--- src/rtl/sixsw_pkg.sv ---
package sixsw_pkg;
    localparam int NUM_PAIRS = 3;
    localparam int NUM_SW    = 2 * NUM_PAIRS;
    localparam int CTRL_W    = 16;

    // control word fields
    localparam int CLR_BIT   = 0;
    localparam int ON_BASE   = CLR_BIT + 1;
    localparam int PWM_BASE  = ON_BASE + NUM_SW;
    localparam int OLD_BIT   = PWM_BASE + NUM_SW;
    localparam int OCS_BIT   = OLD_BIT + 1;
    localparam int SI_BIT    = OCS_BIT + 1;
    localparam logic [CTRL_W-1:0] CTRL_RST = 16'hE000;

    // status word fields
    localparam int TW_BIT    = 0;
    localparam int ST_BASE   = TW_BIT + 1;
    localparam int OVL_BIT   = 13;
    localparam int INH_BIT   = 14;
    localparam int PSF_BIT   = 15;

    typedef enum logic [1:0] {
        SW_OFF  = 2'd0,
        SW_ON   = 2'd1,
        SW_TRIP = 2'd2
    } sw_state_e;
endpackage

--- src/rtl/sixsw_lane.sv ---
module sixsw_lane
    import sixsw_pkg::*;
(
    input  logic clk,
    input  logic rst_n,
    input  logic req,
    input  logic ovl,
    input  logic latch_en,
    input  logic release_req,
    output logic gate
);
    sw_state_e state_q, state_d;

    always_ff @(posedge clk or negedge rst_n) begin
        if (!rst_n) state_q <= SW_OFF;
        else        state_q <= state_d;
    end

    always_comb begin
        state_d = state_q;
        unique case (state_q)
            SW_OFF:  if (req) state_d = SW_ON;                    // arm
            SW_ON: begin
                if (ovl && latch_en) state_d = SW_TRIP;           // trip
                else if (!req)       state_d = SW_OFF;            // drop
            end
            SW_TRIP: if (release_req) state_d = SW_OFF;           // release
            default: state_d = SW_OFF;
        endcase
    end

    always_comb begin
        gate = (state_q == SW_ON);
    end
endmodule

--- src/rtl/sixsw_sticky.sv ---
module sixsw_sticky (
    input  logic clk,
    input  logic rst_n,
    input  logic set,
    input  logic clr,
    output logic flag
);
    // set has priority so an event coinciding with a clear is kept
    always_ff @(posedge clk or negedge rst_n) begin
        if (!rst_n)   flag <= 1'b0;
        else if (set) flag <= 1'b1;
        else if (clr) flag <= 1'b0;
    end
endmodule

--- src/rtl/sixsw_status.sv ---
module sixsw_status
    import sixsw_pkg::*;
(
    input  logic              clk,
    input  logic              rst_n,
    input  logic [NUM_SW-1:0] gate_en,
    input  logic [NUM_SW-1:0] open_load,
    input  logic              temp_warn,
    input  logic              ol_mode_n,
    input  logic              run_en,
    input  logic              ovl_flag,
    input  logic              uv_flag,
    output logic [CTRL_W-1:0] status_word
);
    logic [NUM_SW-1:0] ol_q;
    logic              tw_q;

    always_ff @(posedge clk or negedge rst_n) begin
        if (!rst_n) begin
            ol_q <= '0;
            tw_q <= 1'b0;
        end else begin
            ol_q <= open_load;
            tw_q <= temp_warn;
        end
    end

    always_comb begin
        status_word = '0;
        status_word[TW_BIT] = tw_q;
        status_word[ST_BASE +: NUM_SW] = ol_mode_n ? gate_en : ol_q;
        status_word[OVL_BIT] = ovl_flag;
        status_word[INH_BIT] = ~run_en;
        status_word[PSF_BIT] = uv_flag;
    end
endmodule

--- src/rtl/sixsw_ctrl.sv ---
module sixsw_ctrl
    import sixsw_pkg::*;
(
    input  logic              clk,
    input  logic              rst_n,
    input  logic [CTRL_W-1:0] ctrl_word,
    input  logic              ctrl_load,
    input  logic              pwm_in,
    input  logic [NUM_SW-1:0] ovl_evt,
    input  logic [NUM_SW-1:0] open_load,
    input  logic              temp_warn,
    input  logic              supply_uv,
    output logic [NUM_SW-1:0] gate_en,
    output logic [CTRL_W-1:0] status_word
);
    logic [CTRL_W-1:0] ctrl_q;
    logic [NUM_SW-1:0] raw_req;
    logic [NUM_SW-1:0] eff_req;
    logic              clr_cmd;
    logic              ovl_flag;
    logic              uv_flag;

    always_ff @(posedge clk or negedge rst_n) begin
        if (!rst_n)         ctrl_q <= CTRL_RST;
        else if (ctrl_load) ctrl_q <= ctrl_word;
    end

    assign clr_cmd = ctrl_load & ctrl_word[CLR_BIT];

    for (genvar i = 0; i < NUM_SW; i++) begin : g_req
        assign raw_req[i] = ctrl_q[SI_BIT] & ctrl_q[ON_BASE + i]
                          & (~ctrl_q[PWM_BASE + i] | pwm_in);
    end

    for (genvar p = 0; p < NUM_PAIRS; p++) begin : g_pair
        assign eff_req[2*p]   = raw_req[2*p]   & ~raw_req[2*p+1];
        assign eff_req[2*p+1] = raw_req[2*p+1] & ~raw_req[2*p];
    end

    for (genvar i = 0; i < NUM_SW; i++) begin : g_lane
        sixsw_lane u_lane (
            .clk        (clk),
            .rst_n      (rst_n),
            .req        (eff_req[i]),
            .ovl        (ovl_evt[i]),
            .latch_en   (ctrl_q[OCS_BIT]),
            .release_req(ctrl_load & (~ctrl_word[ON_BASE + i] | ctrl_word[CLR_BIT])),
            .gate       (gate_en[i])
        );
    end

    sixsw_sticky u_ovl (
        .clk  (clk),
        .rst_n(rst_n),
        .set  (|ovl_evt),
        .clr  (clr_cmd),
        .flag (ovl_flag)
    );

    sixsw_sticky u_uv (
        .clk  (clk),
        .rst_n(rst_n),
        .set  (supply_uv),
        .clr  (clr_cmd),
        .flag (uv_flag)
    );

    sixsw_status u_status (
        .clk        (clk),
        .rst_n      (rst_n),
        .gate_en    (gate_en),
        .open_load  (open_load),
        .temp_warn  (temp_warn),
        .ol_mode_n  (ctrl_q[OLD_BIT]),
        .run_en     (ctrl_q[SI_BIT]),
        .ovl_flag   (ovl_flag),
        .uv_flag    (uv_flag),
        .status_word(status_word)
    );
endmodule

--- config.mk ---
export PLATFORM = sky130hd
export DESIGN_NAME = sixsw_ctrl
export DESIGN_NICKNAME = d
export VERILOG_FILES = /design/src/rtl/sixsw_pkg.sv /design/src/rtl/sixsw_lane.sv /design/src/rtl/sixsw_sticky.sv /design/src/rtl/sixsw_status.sv /design/src/rtl/sixsw_ctrl.sv
export SDC_FILE = /design/constraint.sdc
export NUM_CORES = 1
export LEC_CHECK = 0
export BUFFER_PORTS_ARGS = -buffer_cell sky130_fd_sc_hd__buf_4
export CAP_MARGIN = 25
export CORE_ASPECT_RATIO = 0.7
export CORE_MARGIN = 1
export CORE_UTILIZATION = 52
export CTS_BUF_LIST = sky130_fd_sc_hd__clkbuf_4 sky130_fd_sc_hd__clkbuf_8
export DETAILED_ROUTE_END_ITERATION = 8
export GPL_ROUTABILITY_DRIVEN = 0
export PLACE_DENSITY = 0.8
export SETUP_SLACK_MARGIN = 0.3
export SYNTH_ARGS = -nofsm -noshare
export SYNTH_HDL_FRONTEND = slang
export SYNTH_SLANG_ARGS = --single-unit
--- constraint.sdc ---
create_clock -name clk -period 1.3 [get_ports clk]
set_input_delay 0.195 -clock clk [delete_from_list [all_inputs] [get_ports clk]]
set_output_delay 0.195 -clock clk [all_outputs]
set_load 0.005 [all_outputs]
# [Word-level counts from Yosys, hierarchy flattened]
# Cells that the tools add are included.
[word_totals] regBits=37 input_bits=34 output_inout_bits=22 elab_cells=152
[op_classes] n_eq_ne=30 mux=34 n_bitwise=56 reduce_logical=21
[ops] op="$mux W2" n=24
[ops] op="$pmux W2 S3" n=6
[ops] op="$and A1 B1 Y1" n=25
[ops] op="$ne A2 B1 Y1 const B" n=12
[ops] op="$not A1 Y1" n=19
[ops] op="$ne A3 B3 Y1 const B" n=6
[ops] op="$reduce_and A3 Y1" n=6
[ops] op="$eq A2 B1 Y1 const B" n=6
[ops] op="$eq A2 B2 Y1 const B" n=6
[ops] op="$logic_not A2 Y1" n=6
[ops] op="$or A1 B1 Y1" n=12
[ops] op="$logic_and A1 B1 Y1" n=6
[ops] op="$mux W6" n=1
[ops] op="$reduce_or A6 Y1" n=1
[ops] op="$reduce_bool A2 Y1" n=2
[ops] op="$mux W1" n=3

# [Longest topological paths before layout]
# Gate-level depths: netlist of the first run.
[logic_depth] depth_word=8 depth_mapped=5

# [Hierarchy]
# A second synthesis of the first run with hierarchy kept.
[unflattened] cells_unflattened=135 area_unflattened_um2=1765.4
[by_module_without_submodules] module="sixsw_ctrl" instances=1 cells_each=62 area_per_inst_um2=755.7 seq_area_each_um2=379.1
[by_module_without_submodules] module="sixsw_lane" instances=6 cells_each=7 area_per_inst_um2=97.6 seq_area_each_um2=50.0
[by_module_without_submodules] module="sixsw_status" instances=1 cells_each=25 area_per_inst_um2=351.6 seq_area_each_um2=175.2
[by_module_without_submodules] module="sixsw_sticky" instances=2 cells_each=3 area_per_inst_um2=36.3 seq_area_each_um2=25.0

# [Worst setup path after synthesis of the first run]
# No wires, ideal clock.
[synth_timing] path_type="register to output" start="register ctrl_q[13]" end="output status_word[1]" arrival_ps=991 required_time_ps=1105 path_slack_ps=114 stages_incl_launch_ff=3 path_buffers=1 path_cell_list="dfstp_2 > buf_2 > mux2_2"
[synth_between] elab_chain_len=1
[synth_lines] element="start, declared" line_no="sixsw_ctrl.sv:16" source="logic [CTRL_W-1:0] ctrl_q;"
[synth_lines] element="start signal, assigned" line_no="sixsw_ctrl.sv:25" source="else if (ctrl_load) ctrl_q <= ctrl_word;"
[synth_lines] element="$mux W6" line_no="sixsw_status.sv:31" source="status_word[ST_BASE +: NUM_SW] = ol_mode_n ? gate_en : ol_q;"
[synth_lines] element="end, declared" line_no="sixsw_ctrl.sv:14" source="output logic [CTRL_W-1:0] status_word"
# Every way passes these cells.

# [Worst setup path in the final report of the first run]
[layout_timing] start="register ctrl_q[13]" end="output status_word[2]"
# Same word-level chain as after synthesis.

==> summary.txt, run 1 <==
CTS
  • Total CTS buffers: 5
  • Max clock buf depth: 2
  • Root Buffer: clkbuf_8
  • CTS tree: built
  • CTS clock-pin slew for the worst setup and hold paths: 70 ps
  • Worst skew pair latency: 290 ps
  • Htree depth: 2
  • Clk sinks: 36

Min path
  • Worst hold path type: in -> reg
  • Hold Crit Start: open_load[0]

Yosys
  • Share of the synthesized area in the top cell type: 47.8%
  • Area leader, netlist: dfrtp_1
  • Synth cell types: 27
  • Syn_area_per_cell: 12.0 sq um
  • Mapped Area: 1730 sq um
  • Synth area leaders: dfrtp_1, mux2_2, buf_4
  • #FFs+latches synth: 36
  • Sequential share of the synthesized area: 52.4%
  • Synthesized instance count: 144
  • Synth warn: 0

STA
  • Hold WS: 11.6 ps
  • Fin. Hold Viols: 0
  • Fmax: 612 MHz
  • Total negative slack: -1880 ps
  • Final min period: 1630 ps
  • Final Max Tran Viols: 0
  • Unrepaired setup endpoints after global routing: true
  • Tcrit/Tclk final: 126%
  • Setup violators final: 6
  • Clk_skew: 9.36 ps
  • Worst setup margin: -335 ps

Route
  • Final WL: 4360 um
  • WL per Instance: 17.6 um
  • Initial DRC Count: 81
  • Number of nets with antenna violations after routing: 0
  • Via/cell ratio: 5.47
  • Via Count: 1,352
  • First-pass DRT Iterations: 6
  • DRC violations left: 0

Cells and area
  • Total Nets Final: 242
  • Final std cells w/o fill: 247
  • Post-route cell area: 2530 sq um
  • Diode count: 0
  • Area grow syn2layout: 46.4%
  • Util after Layout: 80.4%
  • Layout cells sized above 1: 56.9%

Power
  • Total power: 2.80 mW
  • Sw frac: 25.3%
  • Leakage: 1.25 nW
  • Internal: 2.10 mW
  • Logic pwr share: 22.0%
  • Net Switching: 0.708 mW
  • Pwr per Cell Area: 1110 nW/um^2
  • VDD IR max: 0.000743 V
  • Sequential Power Share: 46.1%
  • Clock network power share: 31.9%

Global route
  • Global-route wire length before repair: 6430 um
  • Vias in the first global route: 1,343
  • Initial antenna violation count: 0
  • Gr usage total: 24.7%
  • Remaining Overflow, GRT: 0
  • Largest net degree at the start of global routing: 37

Critical path
  • Arrival time at the worst endpoint: 1440 ps
  • Worst-path cell chain: mux2_4, buf_6
  • Critical path required time: 1110 ps
  • Critical path type: reg -> out
  • Critical Path Source: ctrl_q[13]$_DFFE_PN1P_
  • CP Capture Type: output port
  • Reg2reg start: g_lane[2].u_lane.state_q[0]$_DFFE_PN0P_
  • Element type at the critical path start: register
  • CP max stage delay: 680 ps
  • Slowest-stage cell, CP: dfstp_2
  • CP max FO: 7

Die
  • Die Width: 70.9 um
  • Boundary Pins: 56
  • Die height: 50.2 um
  • Core area: 3150 sq um
  • Die area: 3560 sq um
  • Initial core utilization: 54.9%
  • # rows: 17

Run
  • Max-Cap Viols: 0

Placement
  • Final HPWL DP: 2560 um
  • Pre-CTS setup slack: 12.5 ps
  • IO buf count: 49
  • DP Area: 2030 sq um
  • Cell Count Post-Placement: 218

Status
  • Status: finished, violations left
  • Violated checks: setup timing
-- kinds of logic (layout without fill, tap and decap cells) --
group / Yosys count / count (layout) / synth area share, %
AO/OA/AOI/OAI: 23 / 23 / 8.98
AND/OR/NAND/NOR: 39 / 39 / 15.0
buffers and inverters: 28 / 88 / 11.3
flip-flops: 36 / 36 / 52.4
multiplexers: 17 / 17 / 12.2
other: 1 / 6 / 0.217
-- worst max-delay path, delay by kind of cell (launching register included) --
kind	cells	cell delay, ps
muxes	1	350
DFF	1	680
buffers and inverters	1	120
-- registers in the layout, summed over array words and instances (netlist names) --
signal	count
u_status.tw_q	1
u_uv.flag	1
g_lane.u_lane.state_q	12
u_ovl.flag	1
ctrl_q	15
u_status.ol_q	6
-- routing by layer --
layer	part of all wire, %	routed length [um]	global-route usage (%)
met5	0	0	0
met4	1.4	63	8.67
met3	6.4	281	7.43
met2	52	2260	41.2
met1	40	1750	31.0
-- final timing paths --
| kind | endpoint | slack [ps] | depth (start not counted) |
|---|---|---|---|
| setup / recovery | status_word[2] | -330 | 2 |
| hold / removal | u_status.ol_q[0]$_DFF_PN0_ | 10 | 1 |
| setup reg to reg | g_lane[2].u_lane.state_q[1]$_DFFE_PN0P_ | 130 | 5 |
| hold reg to reg | ctrl_q[3]$_DFFE_PN0P_ | 510 | 1 |
| max in group asynchronous | ctrl_q[15]$_DFFE_PN1P_ | 560 | 2 |
| min in group asynchronous | ctrl_q[10]$_DFFE_PN0P_ | 390 | 2 |
-- what timing repair did --
action | in CTS | in global routing
setup endpoints to repair | 24 | 27
hold buffers | 1 | 0
cloned | 0 | 0
hold endpoints to repair | 33 | 0
buffers inserted | 16 | 4
resized for setup | 39 | 18
pin swaps | 5 | 1
-- layout make-up --
type,count,area [sq um]
inverter,8,32.5
timing repair buffer,72,661
tap,38,47.5
clock buffer,8,104
sequential,36,906
fill,187,618
multi-input combinational,85,779
-- layout by cell type (no fill, tap or decap), drive strengths merged --
cell and count:
nor4b 1, a32o 6, conb 6, o21ai 11, a21oi 2, nand4b 3
nand2b 5, dfrtp 33, nor4 3, nor2b 10, a21o 3, nand3 5
nor2 3, nand2 6, a21boi 1, dlygate4sd3 1, buf 71, dfstp 3
inv 8, clkbuf 8, mux2 17, and3b 3
-- power groups by stage --
stage                     registers, mW  clock network [mW]  logic [mW]
final                              1.29               0.895       0.617
after detailed placement           1.30                   0       0.417
after floorplan                    1.27                   0       0.282
after CTS                          1.28               0.891       0.554
after global routing               1.30               0.951       0.658
after global placement             1.30                   0       0.404
-- Yosys cell counts --
master	number
dfrtp_1	33
buf_4	15
mux2_2	12
nor2b_1	10
inv_1	8
o21ai_0	7
a32o_1	6
nand2_1	6
mux2_4	5
nand3_1	5
nand2b_1	4
o21ai_1	4
a21o_1	3
and3b_1	3
dfstp_2	3
nand4b_1	3
nor2_1	3
a21oi_1	2
buf_2	2
buf_6	2
nor4_2	2
a21boi_1	1
buf_12	1
conb_1	1
nand2b_4	1
nor4_1	1
nor4b_2	1
Power figures use the tool's default switching activity.
==> run 2, diff against run 1 <==
==> constraint.sdc (replaced) <==
create_clock -name clk -period 1.3 [get_ports clk]
set_input_delay 0.195 -clock clk [delete_from_list [all_inputs] [get_ports clk]]
set_output_delay 0.195 -clock clk [all_outputs]
set_load 0.02 [all_outputs]
==> run 2 against run 1 <==
The flow finishes with violations (DRC, setup timing). Clock power up 10%. Worst hold slack worse by 3.7 ps. Via count grew 0.22%. First-iteration DRC count is 3.7% higher. Final cell count increased by 3.6%. Non-clock buffer count up 9. Final area grew 3.1%. Sequential cell count unchanged. Combinational power grew 15%. Critical path type unchanged. Critical endpoint is now status_word[1]. Largest power group unchanged.
==> summary.txt, run 2 (same netlist as run 1, synthesis figures left out) <==
Die
  • Die area: 3560 sq um (unchanged)
  • Die height: 50.2 um (unchanged)
  • Initial core utilization: 54.9% (unchanged)
  • Die Width: 70.9 um (unchanged)
  • # rows: 17 (unchanged)
  • Boundary Pins: 56 (unchanged)
  • Core area: 3150 sq um (unchanged)

Route
  • Via Count: 1,355 (was 1,352)
  • WL per Instance: 16.9 um (was 17.6 um)
  • Initial DRC Count: 84 (was 81)
  • Final WL: 4340 um (was 4360 um)
  • DRC violations left: 6 (was 0)
  • Number of nets with antenna violations after routing: 0 (unchanged)
  • Via/cell ratio: 5.29 (was 5.47)
  • First-pass DRT Iterations: 9 (was 6)

STA
  • Tcrit/Tclk final: 124% (was 126%)
  • Unrepaired setup endpoints after global routing: true (unchanged)
  • Final min period: 1610 ps (was 1630 ps)
  • Setup violators final: 7 (was 6)
  • Clk_skew: 6.04 ps (was 9.36 ps)
  • Final Max Tran Viols: 0 (unchanged)
  • Fmax: 621 MHz (was 612 MHz)
  • Worst setup margin: -310 ps (was -335 ps)
  • Fin. Hold Viols: 0 (unchanged)

Global route
  • Global-route wire length before repair: 6360 um (was 6430 um)
  • Largest net degree at the start of global routing: 37 (unchanged)
  • Remaining Overflow, GRT: 0 (unchanged)
  • Gr usage total: 24.9% (was 24.7%)
  • Initial antenna violation count: 0 (unchanged)
  • Vias in the first global route: 1,344 (was 1,343)

Placement
  • Final HPWL DP: 2540 um (was 2560 um)
  • IO buf count: 49 (unchanged)
  • DP Area: 2040 sq um (was 2030 sq um)
  • Pre-CTS setup slack: -13.4 ps (was 12.5 ps)

Power
  • Logic pwr share: 23.9% (was 22.0%)
  • Pwr per Cell Area: 1140 nW/um^2 (was 1110 nW/um^2)
  • Clock network power share: 33.2% (was 31.9%)
  • Leakage: 1.29 nW (was 1.25 nW)
  • Internal: 2.21 mW (was 2.10 mW)
  • Sw frac: 25.9% (was 25.3%)
  • Net Switching: 0.771 mW (was 0.708 mW)
  • Sequential Power Share: 43.0% (was 46.1%)
  • VDD IR max: 0.000770 V (was 0.000743 V)

Cells and area
  • Most common cell after layout, fill and taps aside: buf_4 (unchanged)
  • Layout cells sized above 1: 56.9% (about the same)
  • Diode count: 0 (unchanged)
  • Total Nets Final: 251 (was 242)
  • Commonest non-fill, non-tap cells in the layout: buf_4, buf_6, dfrtp_1 (was buf_4, dfrtp_1, buf_6)
  • Post-route cell area: 2610 sq um (was 2530 sq um)
  • Max reg flops: 15 (unchanged)
  • Area grow syn2layout: 51.0% (was 46.4%)
  • Largest regs: ctrl_q x15, g_lane.u_lane.state_q x12, u_status.ol_q x6 (unchanged)
  • Most flop-heavy register: ctrl_q (unchanged)
  • Util after Layout: 82.9% (was 80.4%)

Critical path
  • Element type at the critical path start: register (unchanged)
  • Worst-path cell chain: mux2_4, buf_6 (unchanged)
  • Arrival time at the worst endpoint: 1420 ps (was 1440 ps)
  • CP max FO: 7 (unchanged)
  • Slowest-stage cell, CP: dfstp_2 (unchanged)
  • CP Capture Type: output port (unchanged)
  • CP max stage delay: 670 ps (was 680 ps)
  • Critical path type: reg -> out (unchanged)
  • Critical path required time: 1110 ps (about the same)

Run
  • Max-Cap Viols: 0 (unchanged)

CTS
  • Worst skew pair latency: 290 ps (about the same)
  • Clk sinks: 36 (unchanged)
  • Max clock buf depth: 2 (unchanged)
  • Total CTS buffers: 5 (unchanged)
  • Root Buffer: clkbuf_8 (unchanged)
  • CTS tree: built (unchanged)
  • CTS clock-pin slew for the worst setup and hold paths: 70 ps (about the same)
  • Htree depth: 2 (unchanged)

Status
  • Violated checks: DRC, setup timing (was setup timing)
  • Status: finished, violations left (unchanged)

Min path
  • Worst hold path type: in -> reg (unchanged)
run 2: final timing paths:
| path | endpoint | slack, ps | cells after the start | from |
|---|---|---|---|---|
| worst max-delay path | status_word[1] | -310 | 2 | ctrl_q[13]$_DFFE_PN1P_ |
| worst min-delay path | u_status.ol_q[1]$_DFF_PN0_ | 8 | 1 | open_load[1] |
| worst max register to register | g_lane[2].u_lane.state_q[0]$_DFFE_PN0P_ | 40 | 4 | g_lane[2].u_lane.state_q[0]$_DFFE_PN0P_ |
| worst min register to register | ctrl_q[3]$_DFFE_PN0P_ | 520 | 1 | ctrl_q[3]$_DFFE_PN0P_ |
| max in group asynchronous | ctrl_q[14]$_DFFE_PN1P_ | 560 | 2 | rst_n |
| min in group asynchronous | ctrl_q[11]$_DFFE_PN0P_ | 400 | 2 | rst_n |
run 2: metal layers:
layer  vias up  global-route usage, %  routed length (um)  share of wire, %
met5         -                      0                   0                 0
li1        620                      -                   -                 -
met1       671                   31.2                1840                42
met4         0                   10.0                  38              0.88
met2        59                   41.5                2180                50
met3         5                   6.63                 277               6.4
run 2: area by class of cell:
type | instances | area [sq um]
sequential | 36 | 905
multi-input combinational | 85 | 766
timing repair buffer | 81 | 746
fill | 167 | 539
clock buffer | 6 | 76.3
tap | 38 | 47.5
clock inverter | 2 | 35.0
inverter | 8 | 33.8
run 2: worst max-delay path, delay by kind of cell, from the launching register on:
family / cells / cell delay, ps
flops: 1 / 670
mux: 1 / 330
buf+inv: 1 / 130
run 2: power groups by stage:
stage	registers (mW)	clock network, mW	logic, mW
2_1_floorplan	1.27	0	0.348
3_3_place_gp	1.29	0	0.475
3_5_place_dp	1.30	0	0.488
4_1_cts	1.28	1.00	0.635
5_1_grt	1.29	1.05	0.756
6_report	1.28	0.988	0.712
run 2: timing repair:
item	4_1_cts	5_1_grt
setup endpoints to repair	23	30
gates cloned	0	0
hold buffers	2	2
gates resized for setup	39	20
pin swaps	4	7
buffers inserted	18	8
hold endpoints to repair	34	2
run 2: through the flow:
stage	setup TNS, ps	cells	power, mW	hold WS [ps]
floorplan	0	149	1.62	-101
global placement	-22.6	218	1.77	166
detailed placement	-61.4	218	1.78	175
CTS	-1890	246	2.91	2.95
global route	-2210	256	3.10	-1.58
finish	-1860	256	2.98	7.86
